==> config.mk <==
export PLATFORM = sky130hd
export DESIGN_NAME = modem_ctl_unit
export DESIGN_NICKNAME = d
export VERILOG_FILES = /design/src/rtl/mcu_pkg.sv /design/src/rtl/mcu_sync.sv /design/src/rtl/mcu_delta.sv /design/src/rtl/mcu_flow.sv /design/src/rtl/modem_ctl_unit.sv
export SDC_FILE = /design/constraint.sdc
export NUM_CORES = 1
export LEC_CHECK = 0
export BUFFER_PORTS_ARGS = -buffer_cell sky130_fd_sc_hd__buf_4
export CORE_AREA = 2 2 60 51
export DETAILED_ROUTE_END_ITERATION = 10
export DIE_AREA = 0 0 62 53
export SYNTH_ARGS = -nofsm -noshare
export SYNTH_HDL_FRONTEND = slang
export SYNTH_SLANG_ARGS = --single-unit
==> constraint.sdc <==
create_clock -name clk_i -period 1.2 [get_ports clk_i]
set_input_delay 0.24 -clock clk_i [delete_from_list [all_inputs] [get_ports clk_i]]
set_output_delay 0.24 -clock clk_i [all_outputs]
set_load 0.01 [all_outputs]
==> src/rtl/mcu_pkg.sv <==
package mcu_pkg;
  typedef struct packed {
    logic afc;
    logic loop;
    logic out2;
    logic out1;
    logic rts;
    logic dtr;
  } mctl_t;

  localparam int unsigned CTRL_W = $bits(mctl_t);
  localparam int unsigned N_LINES = 4;
  // line index inside the status byte nibbles
  localparam int unsigned LN_CTS = 0;
  localparam int unsigned LN_DSR = 1;
  localparam int unsigned LN_RI  = 2;
  localparam int unsigned LN_DCD = 3;
  localparam logic [N_LINES-1:0] TRAIL_ONLY = N_LINES'(1) << LN_RI;
endpackage

==> src/rtl/mcu_sync.sv <==
module mcu_sync #(
  parameter int unsigned W      = 4,
  parameter int unsigned STAGES = 2
) (
  input  logic         clk_i,
  input  logic         rst_ni,
  input  logic [W-1:0] d_i,
  output logic [W-1:0] q_o
);
  logic [W-1:0] stg [STAGES];

  for (genvar s = 0; s < STAGES; s++) begin : g_stage
    if (s == 0) begin : g_first
      always_ff @(posedge clk_i or negedge rst_ni) begin
        if (!rst_ni) stg[0] <= '0;
        else         stg[0] <= d_i;
      end
    end else begin : g_next
      always_ff @(posedge clk_i or negedge rst_ni) begin
        if (!rst_ni) stg[s] <= '0;
        else         stg[s] <= stg[s-1];
      end
    end
  end

  assign q_o = stg[STAGES-1];
endmodule

==> src/rtl/mcu_delta.sv <==
module mcu_delta #(
  parameter int unsigned W = 4,
  parameter logic [W-1:0] TRAIL_MASK = '0
) (
  input  logic         clk_i,
  input  logic         rst_ni,
  input  logic [W-1:0] lvl_i,
  input  logic         ack_i,
  output logic [W-1:0] delta_o
);
  logic [W-1:0] prev_q, delta_q, evt;

  for (genvar i = 0; i < W; i++) begin : g_evt
    if (TRAIL_MASK[i]) begin : g_fall
      assign evt[i] = prev_q[i] & ~lvl_i[i];
    end else begin : g_any
      assign evt[i] = prev_q[i] ^ lvl_i[i];
    end
  end

  always_ff @(posedge clk_i or negedge rst_ni) begin
    if (!rst_ni) begin
      prev_q  <= '0;
      delta_q <= '0;
    end else begin
      prev_q  <= lvl_i;
      // fresh events survive a coincident acknowledge
      delta_q <= (ack_i ? '0 : delta_q) | evt;
    end
  end

  assign delta_o = delta_q;
endmodule

==> src/rtl/mcu_flow.sv <==
module mcu_flow #(
  parameter int unsigned FREE_W     = 11,
  parameter int unsigned RTS_MARGIN = 16
) (
  input  logic              clk_i,
  input  logic              rst_ni,
  input  logic              afc_i,
  input  logic              cts_lvl_i,
  input  logic [FREE_W-1:0] rx_free_i,
  output logic              rts_gate_o,
  output logic              tx_allow_o
);
  localparam logic [FREE_W-1:0] MARGIN = FREE_W'(RTS_MARGIN);

  logic room_q;

  always_ff @(posedge clk_i or negedge rst_ni) begin
    if (!rst_ni) room_q <= 1'b1;
    else         room_q <= (rx_free_i >= MARGIN);
  end

  assign rts_gate_o = ~afc_i | room_q;
  assign tx_allow_o = ~afc_i | cts_lvl_i;
endmodule

==> src/rtl/modem_ctl_unit.sv <==
module modem_ctl_unit
  import mcu_pkg::*;
#(
  parameter int unsigned FREE_W      = 11,
  parameter int unsigned RTS_MARGIN  = 16,
  parameter int unsigned SYNC_STAGES = 2
) (
  input  logic              clk_i,
  input  logic              rst_ni,
  input  logic              cfg_wr_i,
  input  logic [5:0]        cfg_wdata_i,
  input  logic              cts_i,
  input  logic              dsr_i,
  input  logic              ri_i,
  input  logic              dcd_i,
  input  logic              ms_ack_i,
  input  logic [FREE_W-1:0] rx_free_i,
  output logic              dtr_o,
  output logic              rts_o,
  output logic              out1_o,
  output logic              out2_o,
  output logic [7:0]        msr_o,
  output logic              ms_irq_o,
  output logic              tx_allow_o
);
  mctl_t ctrl_q;
  logic [N_LINES-1:0] pin_in, pin_sync, lvl, loop_src, delta;
  logic rts_gate;
  logic loop_en, afc_en;

  always_ff @(posedge clk_i or negedge rst_ni) begin
    if (!rst_ni)       ctrl_q <= '0;
    else if (cfg_wr_i) ctrl_q <= mctl_t'(cfg_wdata_i);
  end

  assign loop_en = ctrl_q.loop;
  assign afc_en  = ctrl_q.afc;

  assign pin_in[LN_CTS] = cts_i;
  assign pin_in[LN_DSR] = dsr_i;
  assign pin_in[LN_RI]  = ri_i;
  assign pin_in[LN_DCD] = dcd_i;

  assign loop_src[LN_CTS] = ctrl_q.rts;
  assign loop_src[LN_DSR] = ctrl_q.dtr;
  assign loop_src[LN_RI]  = ctrl_q.out1;
  assign loop_src[LN_DCD] = ctrl_q.out2;

  mcu_sync #(.W(N_LINES), .STAGES(SYNC_STAGES)) u_sync (
    .clk_i  (clk_i),
    .rst_ni (rst_ni),
    .d_i    (pin_in),
    .q_o    (pin_sync)
  );

  assign lvl = loop_en ? loop_src : pin_sync;

  mcu_delta #(.W(N_LINES), .TRAIL_MASK(TRAIL_ONLY)) u_delta (
    .clk_i   (clk_i),
    .rst_ni  (rst_ni),
    .lvl_i   (lvl),
    .ack_i   (ms_ack_i),
    .delta_o (delta)
  );

  mcu_flow #(.FREE_W(FREE_W), .RTS_MARGIN(RTS_MARGIN)) u_flow (
    .clk_i      (clk_i),
    .rst_ni     (rst_ni),
    .afc_i      (afc_en),
    .cts_lvl_i  (lvl[LN_CTS]),
    .rx_free_i  (rx_free_i),
    .rts_gate_o (rts_gate),
    .tx_allow_o (tx_allow_o)
  );

  assign dtr_o  = ctrl_q.dtr  & ~loop_en;
  assign rts_o  = ctrl_q.rts  & ~loop_en & rts_gate;
  assign out1_o = ctrl_q.out1 & ~loop_en;
  assign out2_o = ctrl_q.out2 & ~loop_en;

  assign msr_o    = {lvl, delta};
  assign ms_irq_o = |delta;
endmodule

# Word-level counts from Yosys, hierarchy flattened
# Cells that the tools add are included.
# Widths: inputs -> output; s select.
totals:
  ff_bits: 23
  inputBits: 25
  wordCells: 30
op_classes:
  n_lt_le_gt_ge: 1
  n_mux: 2
  n_bitwise: 15
  n_reduce_logical: 1
ops:
  columns: ["op", "count"]
  rows:
  - ["$ge 11x5->1 const B", 1]
  - ["$mux 4", 2]
  - ["$and 1x1->1", 6]
  - ["$or 4x4->4", 1]
  - ["$reduce_or 4->1", 1]
  - ["$not 1->1", 3]
  - ["$xor 1x1->1", 3]
  - ["$or 1x1->1", 2]

# Logic depth before layout (Yosys ltp)
logic_depth:
  ltp_word: 4
  mapped_depth: 4

# Cells and area by module
# From an unflattened synthesis, not the netlist that was laid out.
unflattened:
  cells_unflattened: 61
  hier_area_um2: 858.3
by_module_without_submodules:
  columns: ["mod", "n_inst", "cells_per_inst", "area_per_inst_um2", "seq_area_each_um2"]
  rows:
  - ["modem_ctl_unit", 1, 23, 307.8, 150.1]
  - ["mcu_delta", 1, 20, 266.5, 200.2]
  - ["mcu_sync", 1, 12, 230.2, 200.2]
  - ["mcu_flow", 1, 6, 53.8, 26.3]

# Least setup slack after synthesis
# No wires, ideal clock.
synth_timing:
  path_type: "register -> output"
  from: "register u_delta.delta_q[0], in the netlist u_delta.delta_o[0]"
  to: "output port ms_irq_o"
  arrival_ns: 0.980
  path_slack_ns: -0.020
  path_stages_with_launch: 2
  cell_sequence: "dfrtp_1 -> or4_1"
synth_between:
  elab_chain_len: 1
synth_rtl:
  columns: ["element", "line", "source"]
  rows:
  - ["from (decl)", "mcu_delta.sv:11", "logic [W-1:0] prev_q, delta_q, evt;"]
  - ["from (signal assigned)", "mcu_delta.sv:28", "delta_q <= (ack_i ? '0 : delta_q) | evt;"]
  - ["$reduce_or 4->1", "modem_ctl_unit.sv:82", "assign ms_irq_o = |delta;"]
  - ["to (decl)", "modem_ctl_unit.sv:23", "output logic ms_irq_o,"]
# No other way between the ends.

# Worst setup path after layout
layout_timing:
  from: "register u_delta.delta_q[2], in the netlist u_delta.delta_o[2]"
  to: "output port ms_irq_o"
# The elaborated chain is that of the path after synthesis.

==> results.sh <==
export IMPL_min_path_cells=1
export IMPL_crit_start="u_delta.delta_o[2]$_DFF_PN0_"
export IMPL_rrSetupSlack_ns=-0.20
export IMPL_p_leak_nw=0.702
export IMPL_syn_area_um2=888
export IMPL_hpwl_um=1290
export IMPL_synthAdderAreaFrac_pct=0
export IMPL_setup_viol=15
export IMPL_coreArea_um2=2660
export IMPL_n_fill_cell=245
export IMPL_fmax_mhz=615
export IMPL_antenna_left=0
export IMPL_drive_gt1_share_pct=64.1
export IMPL_io_buffers=34
export IMPL_critPathKind="flip-flop to primary output"
export IMPL_clkSinkCount=23
export IMPL_use_met1_pct=15.0
export IMPL_whs_endpoint="u_sync.stg[6]$_DFF_PN0_"
export IMPL_rr_worst_depth=6
export IMPL_via_per_inst=4.19
export IMPL_syn_nets=86
export IMPL_diodes=0
export IMPL_ys_warn_count=0
export IMPL_synth_xor_area_share_pct=0.986
export IMPL_crit_path_start_kind="flip-flop"
export IMPL_status="finished, violations left"
export IMPL_rsz0062_at_grt="yes"
export IMPL_wl_per_cell_um=11.5
export IMPL_hold_ws_ns=0.0330
export IMPL_chipHeight_um=53
export IMPL_die_w_um=62
export IMPL_vias=650
export IMPL_muxShareOfSynthArea_pct=14.8
export IMPL_grt_pass1_vias=684
export IMPL_drc_errors=0
export IMPL_drtIter0Drc=3
export IMPL_cap_violations=0
export IMPL_grt_max_degree=24
export IMPL_post_synth_num_cell_types=21
export IMPL_postSynthAreaPerCell_um2=14.6
export IMPL_use_met2_pct=22.2
export IMPL_fin_crit_ns=1.63
export IMPL_drtPass1Iterations=4
export IMPL_clock_latency_ns=0.30
export IMPL_r2r_start="loop_en$_DFFE_PN0P_"
export IMPL_peakVddDrop_v=0.000832
export IMPL_worst_slack_ns=-0.427
export IMPL_synth_compound_area_share_pct=2.39
export IMPL_arrival_ns=1.39
export IMPL_violations="negative setup slack"
export IMPL_multi_input_area_um2=304
export IMPL_cts_htree_levels=1
export IMPL_use_met3_pct=5.13
export IMPL_routed_wl_um=1790
export IMPL_endpoint_kind="primary output"
export IMPL_min_path_type="input port to flip-flop"
export IMPL_ys_seq_area_share_pct=64.9
export IMPL_placementRows=17
export IMPL_grt_total_usage_pct=13.0
export IMPL_hold_viol=0
export IMPL_place_gp_congestion=0.642
export IMPL_relSlewSlack_pct=78.4
export IMPL_cts_buffer_depth=2
export IMPL_required_ns=0.96
export IMPL_die_area_um2=3290
export IMPL_antenna_found_initial=0
export IMPL_slew_viol_final=0
export IMPL_syn_inst=61
export IMPL_crit_path_max_fanout=2
export IMPL_finClkSkew_ns=0.00180
export IMPL_overflow=0
export IMPL_worst_hold_startpoint="ri_i"
export IMPL_tightest_slew_ns=0.323
export IMPL_synth_seq_cells=23
export IMPL_synth_simple_area_share_pct=12.5
export IMPL_pwr_density_cell_nw_per_um2=1230
export IMPL_cts_tree="done"
export IMPL_period_share_pct=136
export IMPL_io_pins=39
export IMPL_dp_slack_ns=-0.135
export IMPL_synth_top_family_by_area="multiplexers"
export IMPL_register_area_um2=578
export IMPL_r2r_end="u_delta.delta_o[3]$_DFF_PN0_"
export IMPL_path_clk_slew_ns=0.11
export IMPL_grt_busiest_layer="met2"
export IMPL_clockRootBuffer="clkbuf_4"
export IMPL_numCtsBuffers=3
export IMPL_initial_core_util_pct=33.4
export IMPL_area_growth_syn_to_layout_pct=66.8
export IMPL_grt_pass1_wl_um=2960
export IMPL_fin_nets=143
cell usage after synthesis:
library cell	count	area, um2
nor4_1	1	6.26
buf_6	1	11.3
inv_1	4	15.0
o21ai_0	1	5.00
xor2_1	1	8.76
nor3_1	1	5.00
o22ai_1	1	6.26
buf_4	1	7.51
dfstp_2	1	26.3
nor2b_1	5	31.3
mux2_2	7	78.8
and2b_2	3	26.3
nand2_1	2	7.51
a21oi_1	2	10.0
buf_2	1	5.00
dfrtp_1	22	551
or4_1	1	7.51
nor3_2	2	20.0
mux2i_4	1	22.5
nor3b_1	1	7.51
mux2_4	2	30.0
logic make-up after synthesis:
group	after synthesis
xor gates and xnor gates	1
muxes	10
buffers and inverters	7
DFF	23
AOI/OAI and AO/OA	4
and+or+nand+nor	16
final cells by class:
class                           instances  area share [%]
Inverter                                4            1.01
Timing Repair Buffer                   55            34.4
Sequential cell                        23            39.0
Multi-Input combinational cell         31            20.5
Clock buffer                            3            1.52
Clock inverter                          1           0.338
Tap cell                               38            3.21
cells in the final DEF, fill, tap and decap left out, drive strengths merged, types with 2 or more instances in the layout:
cell type	count
a21oi	2
and2b	3
buf	51
clkbuf	3
dfrtp	22
dlygate4sd3	4
inv	4
mux2	9
nand2	2
nor2b	5
nor3	3
state kept, by name (all words and copies together) (netlist names):
register / flops
loop_en: 1
u_delta.prev_q: 4
u_delta.delta_o: 4
u_flow.room_q: 1
u_sync.q_o: 4
ctrl_q: 4
afc_en: 1
u_sync.stg: 4
per-stage QoR:
step                setup TNS [ns]  cells  total power [mW]  instance area, um2  utilization (%)
floorplan                        0     61              1.09                 892                -
global placement            -0.770    137              1.32                1220             46.0
detailed placement           -1.06    137              1.33                1220             46.0
CTS                          -3.84    146              1.79                1370             51.6
global route                 -5.48    155              1.96                1480             55.7
finish                       -4.17    155              1.83                1480             55.7
report_power, final:
| part | switching (mW) | internal [mW] |
|---|---|---|
| combinational | 0.196 | 0.380 |
| sequential | 0.0590 | 0.853 |
| clock | 0.214 | 0.124 |
per-layer routing:
| metal | routed length, um | share of wire (%) |
|---|---|---|
| met5 | 0 | 0 |
| met4 | 13 | 0.73 |
| met3 | 84 | 4.7 |
| met2 | 1000 | 56 |
| met1 | 687 | 38 |
how the worst max path moves through the flow:
stage	slack, ns	cells after the start	end
global route	-0.49	3	msr_o[5]
floorplan	0.004	1	ms_irq_o
CTS	-0.43	2	ms_irq_o
global placement	-0.11	3	msr_o[4]
finish	-0.43	2	ms_irq_o
detailed placement	-0.14	3	msr_o[4]
critical path, stage by stage, from the launching register on:
cell and delay [ns]:
dfrtp_1 0.41, or4_4 0.54, buf_6 0.14
timing repair:
action / in CTS / in global routing
gates resized for setup: 23 / 8
endpoints found under the setup margin: 19 / 18
hold endpoints to repair: 22 / 3
hold buffers: 1 / 3
setup buffers: 4 / 7
pin swaps: 4 / 2
(Power assumes the default switching activity.)
